File: config.mk
export PLATFORM = sky130hd
export DESIGN_NAME = axil_alu_regs
export DESIGN_NICKNAME = d
export VERILOG_FILES = /design/src/rtl/alu_regs_pkg.sv /design/src/rtl/axil_alu_wr.sv /design/src/rtl/axil_alu_rd.sv /design/src/rtl/axil_alu_bank.sv /design/src/rtl/axil_alu_core.sv /design/src/rtl/axil_alu_regs.sv
export SDC_FILE = /design/constraint.sdc
export NUM_CORES = 2
export LEC_CHECK = 0
export BUFFER_PORTS_ARGS = -buffer_cell sky130_fd_sc_hd__buf_2
export CAP_MARGIN = 30
export CORE_MARGIN = 1.5
export CORE_UTILIZATION = 55
export CTS_CLUSTER_SIZE = 24
export DETAILED_ROUTE_END_ITERATION = 8
export PLACE_DENSITY_LB_ADDON = 0.12
export SYNTH_ARGS = -nofsm -noshare
export SYNTH_HDL_FRONTEND = slang
export SYNTH_HIERARCHICAL = 1
export SYNTH_SLANG_ARGS = --single-unit
File: constraint.sdc
create_clock -name aclk -period 12.6 [get_ports aclk]
set_clock_uncertainty 0.2 [all_clocks]
set_input_delay 1.89 -clock aclk [delete_from_list [all_inputs] [get_ports aclk]]
set_output_delay 1.89 -clock aclk [all_outputs]
set_load 0.05 [all_outputs]
File: src/rtl/alu_regs_pkg.sv
package alu_regs_pkg;
  // Word roles inside the register bank
  localparam int unsigned IDX_OP  = 0;
  localparam int unsigned IDX_A   = 1;
  localparam int unsigned IDX_B   = 2;
  localparam int unsigned IDX_LO  = 3;
  localparam int unsigned IDX_HI  = 4;

  // Operation codes held in the opcode word
  typedef enum logic [2:0] {
    OP_ADD = 3'd0,
    OP_SUB = 3'd1,
    OP_MUL = 3'd2,
    OP_AND = 3'd3,
    OP_OR  = 3'd4,
    OP_XOR = 3'd5
  } alu_op_e;

  localparam int unsigned OP_LAST = 5;

  localparam logic [1:0] RESP_OKAY = 2'b00;
endpackage

File: src/rtl/axil_alu_wr.sv
module axil_alu_wr #(
  parameter int unsigned ADDR_W = 12,
  parameter int unsigned DATA_W = 32,
  parameter int unsigned IDX_W  = 3
) (
  input  logic                  clk,
  input  logic                  rst_n,
  input  logic [ADDR_W-1:0]     awaddr,
  input  logic                  awvalid,
  output logic                  awready,
  input  logic [DATA_W-1:0]     wdata,
  input  logic [DATA_W/8-1:0]   wstrb,
  input  logic                  wvalid,
  output logic                  wready,
  output logic [1:0]            bresp,
  output logic                  bvalid,
  input  logic                  bready,
  output logic                  wr_en,
  output logic [IDX_W-1:0]      wr_idx,
  output logic [DATA_W-1:0]     wr_data,
  output logic [DATA_W/8-1:0]   wr_strb
);
  import alu_regs_pkg::*;

  localparam int unsigned LSB_W = 2;
  localparam int unsigned HI_LO = IDX_W + LSB_W;

  logic bvalid_q;
  logic take;
  logic in_window;
  logic unused_lsbs;

  assign unused_lsbs = ^awaddr[LSB_W-1:0];

  // Address and data must arrive together; a pending response blocks both
  assign take      = awvalid && wvalid && !bvalid_q;
  assign awready   = take;
  assign wready    = take;
  assign in_window = (awaddr[ADDR_W-1:HI_LO] == '0);

  assign wr_en   = take && in_window;
  assign wr_idx  = awaddr[HI_LO-1:LSB_W];
  assign wr_data = wdata;
  assign wr_strb = wstrb;

  always_ff @(posedge clk) begin
    if (!rst_n) begin
      bvalid_q <= 1'b0;
    end else if (take) begin
      bvalid_q <= 1'b1;
    end else if (bready) begin
      bvalid_q <= 1'b0;
    end
  end

  assign bvalid = bvalid_q;
  assign bresp  = RESP_OKAY;
endmodule

File: src/rtl/axil_alu_rd.sv
module axil_alu_rd #(
  parameter int unsigned ADDR_W = 12,
  parameter int unsigned DATA_W = 32,
  parameter int unsigned IDX_W  = 3
) (
  input  logic               clk,
  input  logic               rst_n,
  input  logic [ADDR_W-1:0]  araddr,
  input  logic               arvalid,
  output logic               arready,
  output logic [DATA_W-1:0]  rdata,
  output logic [1:0]         rresp,
  output logic               rvalid,
  input  logic               rready,
  output logic [IDX_W-1:0]   rd_idx,
  input  logic [DATA_W-1:0]  rd_word
);
  import alu_regs_pkg::*;

  localparam int unsigned LSB_W = 2;
  localparam int unsigned HI_LO = IDX_W + LSB_W;

  logic              rvalid_q;
  logic [DATA_W-1:0] rdata_q;
  logic              take;
  logic              in_window;
  logic              unused_lsbs;

  assign unused_lsbs = ^araddr[LSB_W-1:0];

  assign arready   = !rvalid_q;
  assign take      = arvalid && !rvalid_q;
  assign in_window = (araddr[ADDR_W-1:HI_LO] == '0);
  assign rd_idx    = araddr[HI_LO-1:LSB_W];

  always_ff @(posedge clk) begin
    if (!rst_n) begin
      rvalid_q <= 1'b0;
      rdata_q  <= '0;
    end else if (take) begin
      rvalid_q <= 1'b1;
      rdata_q  <= in_window ? rd_word : '0;
    end else if (rready) begin
      rvalid_q <= 1'b0;
    end
  end

  assign rvalid = rvalid_q;
  assign rdata  = rdata_q;
  assign rresp  = RESP_OKAY;
endmodule

File: src/rtl/axil_alu_bank.sv
module axil_alu_bank #(
  parameter int unsigned DATA_W   = 32,
  parameter int unsigned NUM_REGS = 8,
  parameter int unsigned IDX_W    = 3
) (
  input  logic                               clk,
  input  logic                               rst_n,
  input  logic                               wr_en,
  input  logic [IDX_W-1:0]                   wr_idx,
  input  logic [DATA_W-1:0]                  wr_data,
  input  logic [DATA_W/8-1:0]                wr_strb,
  input  logic [DATA_W-1:0]                  res_lo,
  input  logic [DATA_W-1:0]                  res_hi,
  output logic [NUM_REGS-1:0][DATA_W-1:0]    words
);
  import alu_regs_pkg::*;

  localparam int unsigned BYTES = DATA_W / 8;

  for (genvar i = 0; i < NUM_REGS; i++) begin : g_word
    if (i == IDX_LO) begin : g_lo
      assign words[i] = res_lo;
    end else if (i == IDX_HI) begin : g_hi
      assign words[i] = res_hi;
    end else begin : g_rw
      logic [DATA_W-1:0] q;
      logic              hit;
      assign hit = wr_en && (wr_idx == IDX_W'(i));
      always_ff @(posedge clk) begin
        if (!rst_n) begin
          q <= '0;
        end else if (hit) begin
          for (int b = 0; b < BYTES; b++) begin
            if (wr_strb[b]) q[b*8 +: 8] <= wr_data[b*8 +: 8];
          end
        end
      end
      assign words[i] = q;
    end
  end
endmodule

File: src/rtl/axil_alu_core.sv
module axil_alu_core #(
  parameter int unsigned DATA_W = 32
) (
  input  logic              clk,
  input  logic              rst_n,
  input  logic [DATA_W-1:0] opcode,
  input  logic [DATA_W-1:0] opa,
  input  logic [DATA_W-1:0] opb,
  output logic [DATA_W-1:0] res_lo,
  output logic [DATA_W-1:0] res_hi
);
  import alu_regs_pkg::*;

  localparam int unsigned PROD_W = 2 * DATA_W;

  logic [DATA_W:0]   sum;
  logic [DATA_W:0]   diff;
  logic [PROD_W-1:0] prod;
  logic              known;
  logic [DATA_W-1:0] nxt_lo;
  logic [DATA_W-1:0] nxt_hi;

  assign sum   = {1'b0, opa} + {1'b0, opb};
  assign diff  = {1'b0, opa} - {1'b0, opb};
  assign prod  = {{DATA_W{1'b0}}, opa} * {{DATA_W{1'b0}}, opb};
  // Whole word must match a defined code
  assign known = (opcode <= DATA_W'(OP_LAST));

  always_comb begin
    nxt_lo = '0;
    nxt_hi = '0;
    if (known) begin
      case (alu_op_e'(opcode[2:0]))
        OP_ADD: begin
          nxt_lo = sum[DATA_W-1:0];
          nxt_hi = DATA_W'(sum[DATA_W]);
        end
        OP_SUB: begin
          nxt_lo = diff[DATA_W-1:0];
          nxt_hi = DATA_W'(diff[DATA_W]);
        end
        OP_MUL: begin
          nxt_lo = prod[DATA_W-1:0];
          nxt_hi = prod[PROD_W-1:DATA_W];
        end
        OP_AND:  nxt_lo = opa & opb;
        OP_OR:   nxt_lo = opa | opb;
        OP_XOR:  nxt_lo = opa ^ opb;
        default: nxt_lo = '0;
      endcase
    end
  end

  always_ff @(posedge clk) begin
    if (!rst_n) begin
      res_lo <= '0;
      res_hi <= '0;
    end else begin
      res_lo <= nxt_lo;
      res_hi <= nxt_hi;
    end
  end
endmodule

File: src/rtl/axil_alu_regs.sv
module axil_alu_regs #(
  parameter int unsigned ADDR_W   = 12,
  parameter int unsigned DATA_W   = 32,
  parameter int unsigned NUM_REGS = 8
) (
  input  logic                 aclk,
  input  logic                 aresetn,
  input  logic [ADDR_W-1:0]    s_awaddr,
  input  logic                 s_awvalid,
  output logic                 s_awready,
  input  logic [DATA_W-1:0]    s_wdata,
  input  logic [DATA_W/8-1:0]  s_wstrb,
  input  logic                 s_wvalid,
  output logic                 s_wready,
  output logic [1:0]           s_bresp,
  output logic                 s_bvalid,
  input  logic                 s_bready,
  input  logic [ADDR_W-1:0]    s_araddr,
  input  logic                 s_arvalid,
  output logic                 s_arready,
  output logic [DATA_W-1:0]    s_rdata,
  output logic [1:0]           s_rresp,
  output logic                 s_rvalid,
  input  logic                 s_rready
);
  import alu_regs_pkg::*;

  localparam int unsigned IDX_W = $clog2(NUM_REGS);
  localparam int unsigned BYTES = DATA_W / 8;

  logic                            wr_en;
  logic [IDX_W-1:0]                wr_idx;
  logic [DATA_W-1:0]               wr_data;
  logic [BYTES-1:0]                wr_strb;
  logic [IDX_W-1:0]                rd_idx;
  logic [DATA_W-1:0]               rd_word;
  logic [DATA_W-1:0]               res_lo;
  logic [DATA_W-1:0]               res_hi;
  logic [NUM_REGS-1:0][DATA_W-1:0] words;

  axil_alu_wr #(.ADDR_W(ADDR_W), .DATA_W(DATA_W), .IDX_W(IDX_W)) u_wr (
    .clk     (aclk),
    .rst_n   (aresetn),
    .awaddr  (s_awaddr),
    .awvalid (s_awvalid),
    .awready (s_awready),
    .wdata   (s_wdata),
    .wstrb   (s_wstrb),
    .wvalid  (s_wvalid),
    .wready  (s_wready),
    .bresp   (s_bresp),
    .bvalid  (s_bvalid),
    .bready  (s_bready),
    .wr_en   (wr_en),
    .wr_idx  (wr_idx),
    .wr_data (wr_data),
    .wr_strb (wr_strb)
  );

  axil_alu_bank #(.DATA_W(DATA_W), .NUM_REGS(NUM_REGS), .IDX_W(IDX_W)) u_bank (
    .clk     (aclk),
    .rst_n   (aresetn),
    .wr_en   (wr_en),
    .wr_idx  (wr_idx),
    .wr_data (wr_data),
    .wr_strb (wr_strb),
    .res_lo  (res_lo),
    .res_hi  (res_hi),
    .words   (words)
  );

  axil_alu_core #(.DATA_W(DATA_W)) u_core (
    .clk    (aclk),
    .rst_n  (aresetn),
    .opcode (words[IDX_OP]),
    .opa    (words[IDX_A]),
    .opb    (words[IDX_B]),
    .res_lo (res_lo),
    .res_hi (res_hi)
  );

  assign rd_word = words[rd_idx];

  axil_alu_rd #(.ADDR_W(ADDR_W), .DATA_W(DATA_W), .IDX_W(IDX_W)) u_rd (
    .clk     (aclk),
    .rst_n   (aresetn),
    .araddr  (s_araddr),
    .arvalid (s_arvalid),
    .arready (s_arready),
    .rdata   (s_rdata),
    .rresp   (s_rresp),
    .rvalid  (s_rvalid),
    .rready  (s_rready),
    .rd_idx  (rd_idx),
    .rd_word (rd_word)
  );
endmodule

### After elaboration in Yosys (flattened, before gate mapping)

Index checks and enable logic that the tools add are counted.

* magnitude comparators: 2
* reductions and logical operators: 43
* muxes and demuxes: 9
* add/sub/neg operators: 2
* $mul: 1
* eq/ne operators: 10
* bitwise gates (word level): 3

Operators with widths (count)
* $pmux W32 S6: 1
* $bmux W32 S3: 1
* $pmux W32 S3: 1
* $mul A32 B32 Y64: 1
* $mux W32: 2
* $reduce_and A2 Y1: 25
* $add A32 B32 Y33: 1
* $sub A32 B32 Y33: 1
* $and A32 B32 Y32: 1
* $le A32 B3 Y1 const B: 1
* $or A32 B32 Y32: 1
* $xor A32 B32 Y32: 1
* $eq A3 B3 Y1 const B: 5
* $logic_not A7 Y1: 2
* $logic_and A1 B1 Y1: 10
* $eq A3 B2 Y1 const B: 3
* $eq A3 B1 Y1 const B: 2
* $logic_not A3 Y1: 2
* $lt A3 B4 Y1 const B: 1
* $mux W1: 4
* $reduce_bool A2 Y1: 2
* $logic_not A1 Y1: 2

* word-level logic and storage cells: 99
* flip-flop bits (word level): 290
* input bits: 67
* output and inout port bits: 41

### Depth between registers and ports, before layout

* depth in word-level cells: 5
* gate-level depth with buffers: 31
* depth with buffers taken out: 28

### Cells and area by module

Netlist, hierarchy kept.

By module, submodules not included
* axil_alu_core: cells an instance 4547, area each 38132.8 sq um, seq. area each 1281.2 sq um, times used 1
* axil_alu_bank: cells an instance 736, area each 7459.7 sq um, seq. area each 3843.7 sq um, times used 1
* axil_alu_regs: cells an instance 114, area each 2073.2 sq um, seq. area each 0.0 sq um, times used 1
* axil_alu_rd: cells an instance 86, area each 1091.0 sq um, seq. area each 660.6 sq um, times used 1
* axil_alu_wr: cells an instance 51, area each 391.6 sq um, seq. area each 20.0 sq um, times used 1

### Least setup slack after synthesis

No wires, ideal clock.

* kind: register to register
* from: reg u_bank.g_word[2].g_rw.q[9]
* to: reg u_core.res_hi[30]
* data required time: 12.272 ns
* path buffers: 3
* stages on the path, launching flop included: 26
* slack: 4.839 ns
* arrival time: 7.433 ns
* setup time: 0.128 ns
* period minus slack after synthesis: 7.761 ns
* path through: dfxtp_1 clkbuf_1 clkinv_1 buf_1 nor2_1 fa_1 fa_1 inv_1 fa_1 fa_1 fa_1 inv_1 fa_1 fa_1 fa_1 ha_1 clkbuf_1 nand4_1 or4_1 o211ai_2 a31oi_1 o31a_1 o21ai_1 a41oi_1 xor2_1 nor2_1

* cells in the longest elaborated chain, start to end: 2

RTL lines
* start, declared: line axil_alu_bank.sv:26 `logic [DATA_W-1:0] q;`
* start signal, assigned by index: line axil_alu_bank.sv:34 `if (wr_strb[b]) q[b*8 +: 8] <= wr_data[b*8 +: 8];`
* $mul A32 B32 Y64: line axil_alu_core.sv:25 `assign prod = {{DATA_W{1'b0}}, opa} * {{DATA_W{1'b0}}, opb};`
* $pmux W32 S3: line axil_alu_core.sv:33 `case (alu_op_e'(opcode[2:0]))`
* end signal, assigned: line axil_alu_core.sv:60 `res_hi <= nxt_hi;`
* end, declared: line axil_alu_core.sv:10 `output logic [DATA_W-1:0] res_hi`

No other way between the ends.
A chain may end at the register's enable or synchronous reset.

### Final worst setup path

* from: reg u_bank.g_word[1].g_rw.q[7]
* to: reg u_core.res_hi[24]

* cells in the longest elaborated chain, start to end: 2

RTL lines (line)
* start, declared: axil_alu_bank.sv:26
* start signal, assigned by index: axil_alu_bank.sv:34
* $mul A32 B32 Y64: axil_alu_core.sv:25
* $pmux W32 S3: axil_alu_core.sv:33

No other way between the ends.

==> results_dict.tcl <==
set metrics [dict create \
    status "finished, violations left" \
    violations "design-rule violations" \
    period_needed_ns 9.78 \
    nets 6704 \
    grt_pass1_vias 39500 \
    place_inst 6513 \
    slowest_delay_ns 0.92 \
    yosys_most_used_dff "dfxtp_1" \
    antenna_found_initial 7 \
    track_usage_pct 38.1 \
    power.switching_uw 435 \
    syn2layout_area_growth_pct 4.03 \
    worst_slack_ns 2.82 \
    r2r-end "u_core/res_hi[24]$_SDFF_PN0_" \
    ys_ff_latch 290 \
    combinationalPowerShare_pct 4.3 \
    core_mm2 0.0885 \
    via_per_inst 5.90 \
    grt_max_degree 129 \
    yosys.area.top_type_share_pct 36.5 \
    dp_hpwl_um 133000 \
    drcViolationCount 8 \
    die_h_um 302 \
    worst_pin_slew_ns 1.08 \
    ioPinCount 108 \
    timing.critical_path.mode_cell "fa_1" \
    p_int_uw 1450 \
    cp.arrival_ns 10.01 \
    die_area_mm2 0.0912 \
    overflow 0 \
    first_pass_iters 9 \
    cts_hold_buf 0 \
    drtIter0Drc 3633 \
    required_ns 12.82 \
    crit_path_max_fanout 19 \
    cts-resized-gates 0 \
    async_reset_ff_share_pct 0 \
    clock.fmax_mhz 102 \
    rsz0062_at_grt "no" \
    routed_wl_um 170000 \
    seq_power_share_pct 48.6 \
    final_min_period_over_clock_period_pct 77.7 \
    syn_area_per_cell_um2 8.88 \
    synthXorXnorAreaFrac_pct 1.37 \
    syn-cell-area_mm2 0.0491 \
    grt_first_pass_wirelength_um 254000 \
    whs_endpoint "u_bank/g_word[5].g_rw.q[26]$_SDFFE_PN0P_" \
    hold_path_depth 2 \
    critPathSlowestCell "a31oi_1" \
    insertion_delay_ns 0.56 \
    pre_cts_ws_ns 3.03 \
    critPathTopFamily "adder cells" \
    ant_nets 0 \
    cts_buffer_depth 3 \
    path_class "reg -> reg" \
    cts_sinks 290 \
    vdd_drop_max_uv 96.0 \
    wl_per_cell_um 26.0 \
    cts_tree "yes" \
    synth_fa_ha_area_share_pct 45.7 \
    cap_viol_max_count 0 \
    yosys_warnings 6 \
    numCtsBuffers 28 \
    synth_edf_count 0 \
    synth_cells 5534 \
    slew_headroom_pct 27.8 \
    synth_cell_type_count 99 \
    hold_ws_ns 0.256 \
    fin_tns_setup_ns 0 \
    cp-start-kind "flip-flop" \
    post-cts-setup-buffer-count 0 \
    clkPwrFrac_pct 47.1 \
    power.density_mw_per_mm2 36.9 \
    ys_seq_area_share_pct 11.8 \
    worstHoldStart "u_bank/g_word[5].g_rw.q[26]$_SDFFE_PN0P_" \
    clk_pin_slew_worst_paths_ns 0.07 \
    cts_htree_levels 1 \
    slew_viol_final 0 \
    path_buf_inv 4 \
    yosys-top-cells-area "fa_1 (37%), dfxtp_1 (12%), ha_1 (9.2%)" \
    layout_commonest_cell "inv_1" \
    regToRegSetupSlack_ns 2.82 \
    final_cell_mix "inv_1 (952), fa_1 (897), nand2_1 (751)" \
    hold_violations 0 \
    setup_viol 0 \
    worstHoldPathType "reg -> reg" \
    initial_core_util_pct 55.5 \
    cp-end-kind "flip-flop" \
    cp_cell_sequence "buf_4 > clkinv_1 > nor2_1 > fa_1 > fa_1 > inv_1 > fa_1 > fa_1 > fa_1 > inv_1 > fa_1 > fa_1 > fa_1 > ha_1 > and4_1 > and4_1 > and2_1 > a221oi_1 > o31ai_1 > a31oi_1 > o21ai_1 > a41oi_1 > xor2_1 > nor2_1" \
    final_cells 6567 \
    fill_cells 8011 \
    leakage_uw 0.0250 \
    synth.area.mux_share_pct 7.99 \
    synth-compound-area-share_pct 7.70 \
    synth_top_area_cell "fa_1" \
    yosys.area_share.simple_pct 13.6 \
    p_sw_share_pct 23.1 \
    synth_top_family_by_area "adder cells" \
    rr_worst_depth 24 \
    io_buffers 99 \
    drive_gt1_share_pct 7.46 \
    clockRootBuffer "clkbuf_16" \
    vias 38700 \
    rows 109 \
    die_w_um 302 \
    r2r_start "u_bank/g_word[1].g_rw.q[7]$_SDFFE_PN0P_" \
    gp_congestion 1.00 \
]
[power groups by stage]
stage | logic (µW) | clock network, µW | registers, µW
6_report | 80.6 | 888 | 917
5_1_grt | 84.5 | 935 | 917
4_1_cts | 79.3 | 895 | 917
3_5_place_dp | 79.1 | 0 | 938
3_3_place_gp | 78.0 | 0 | 938
2_1_floorplan | 62.4 | 0 | 940
[how the worst max path moves through the flow]
stage                                                  from                            to  depth (start not counted)
finish              u_bank/g_word[1].g_rw.q[7]$_SDFFE_PN0P_  u_core/res_hi[24]$_SDFF_PN0_                         24
floorplan           u_bank/g_word[2].g_rw.q[9]$_SDFFE_PN0P_  u_core/res_hi[30]$_SDFF_PN0_                         25
global route        u_bank/g_word[1].g_rw.q[7]$_SDFFE_PN0P_  u_core/res_hi[24]$_SDFF_PN0_                         24
detailed placement  u_bank/g_word[1].g_rw.q[7]$_SDFFE_PN0P_  u_core/res_hi[24]$_SDFF_PN0_                         24
global placement    u_bank/g_word[1].g_rw.q[7]$_SDFFE_PN0P_  u_core/res_hi[24]$_SDFF_PN0_                         24
CTS                 u_bank/g_word[1].g_rw.q[7]$_SDFFE_PN0P_  u_core/res_hi[24]$_SDFF_PN0_                         24
[flip-flops by register name (all words and copies together), names as in the netlist]
register,cells
u_bank/g_word.g_rw.q,192
u_core/res_hi,32
u_core/res_lo,32
u_rd/rdata,32
u_rd/rvalid,1
u_wr/bvalid,1
[stage by stage]
step | total power, µW | utilization (%) | cell area [µm²]
2_1_floorplan | 1000 | - | 49200
3_3_place_gp | 1020 | 56.5 | 50000
3_5_place_dp | 1020 | 56.7 | 50100
4_1_cts | 1890 | 57.7 | 51100
5_1_grt | 1940 | 57.8 | 51100
6_report | 1890 | 57.8 | 51100
[worst min-delay path: stages, from the launching register on]
cell and delay, ns:
dfxtp_1 0.31, nand2_1 0.05, mux2i_1 0.05
[cells in the mapped netlist (20+ instances only)]
library cell and n:
mux2i_1 196, inv_1 952, a21o_1 39, nand2_1 751, a22o_1 34, buf_2 24, o21bai_1 22, dfxtp_1 290
buf_1 51, xor2_1 24, mux4_2 24, fa_1 897, a21oi_1 163, nand2_2 24, ha_1 361, a31oi_1 20
nand3_1 36, nor2_1 718, mux4_1 40, clkbuf_1 226, xnor2_1 51, o21ai_0 106, buf_4 112, mux2_2 33
[logic make-up after synthesis]
logic type	Yosys count
compound gates	564
xor+xnor	76
fa+ha+maj	1258
buf+inv	1394
flops	290
mux	293
other cells	2
simple gates	1657
[routing by layer]
| metal | vias to the layer above | global-route usage [%] | share of wire (%) |
|---|---|---|---|
| li1 | 16800 | - | - |
| met1 | 19700 | 50.1 | 40 |
| met2 | 1779 | 61.2 | 46 |
| met3 | 403 | 8.04 | 9.2 |
| met4 | 12 | 16.1 | 5.3 |
| met5 | - | 0 | 0.049 |
[area by class of cell]
cell class	count	area, µm²	share of cell area (%)
Inverter	968	3630	7.11
Multi-Input combinational cell	3852	37600	73.5
Clock inverter	14	164	0.321
Clock buffer	38	800	1.56
Antenna cell	1	2.50	0.00489
Sequential cell	290	5810	11.4
Tap cell	1165	1460	2.85
Timing Repair Buffer	239	1670	3.26
Power figures use the tool's default switching activity.
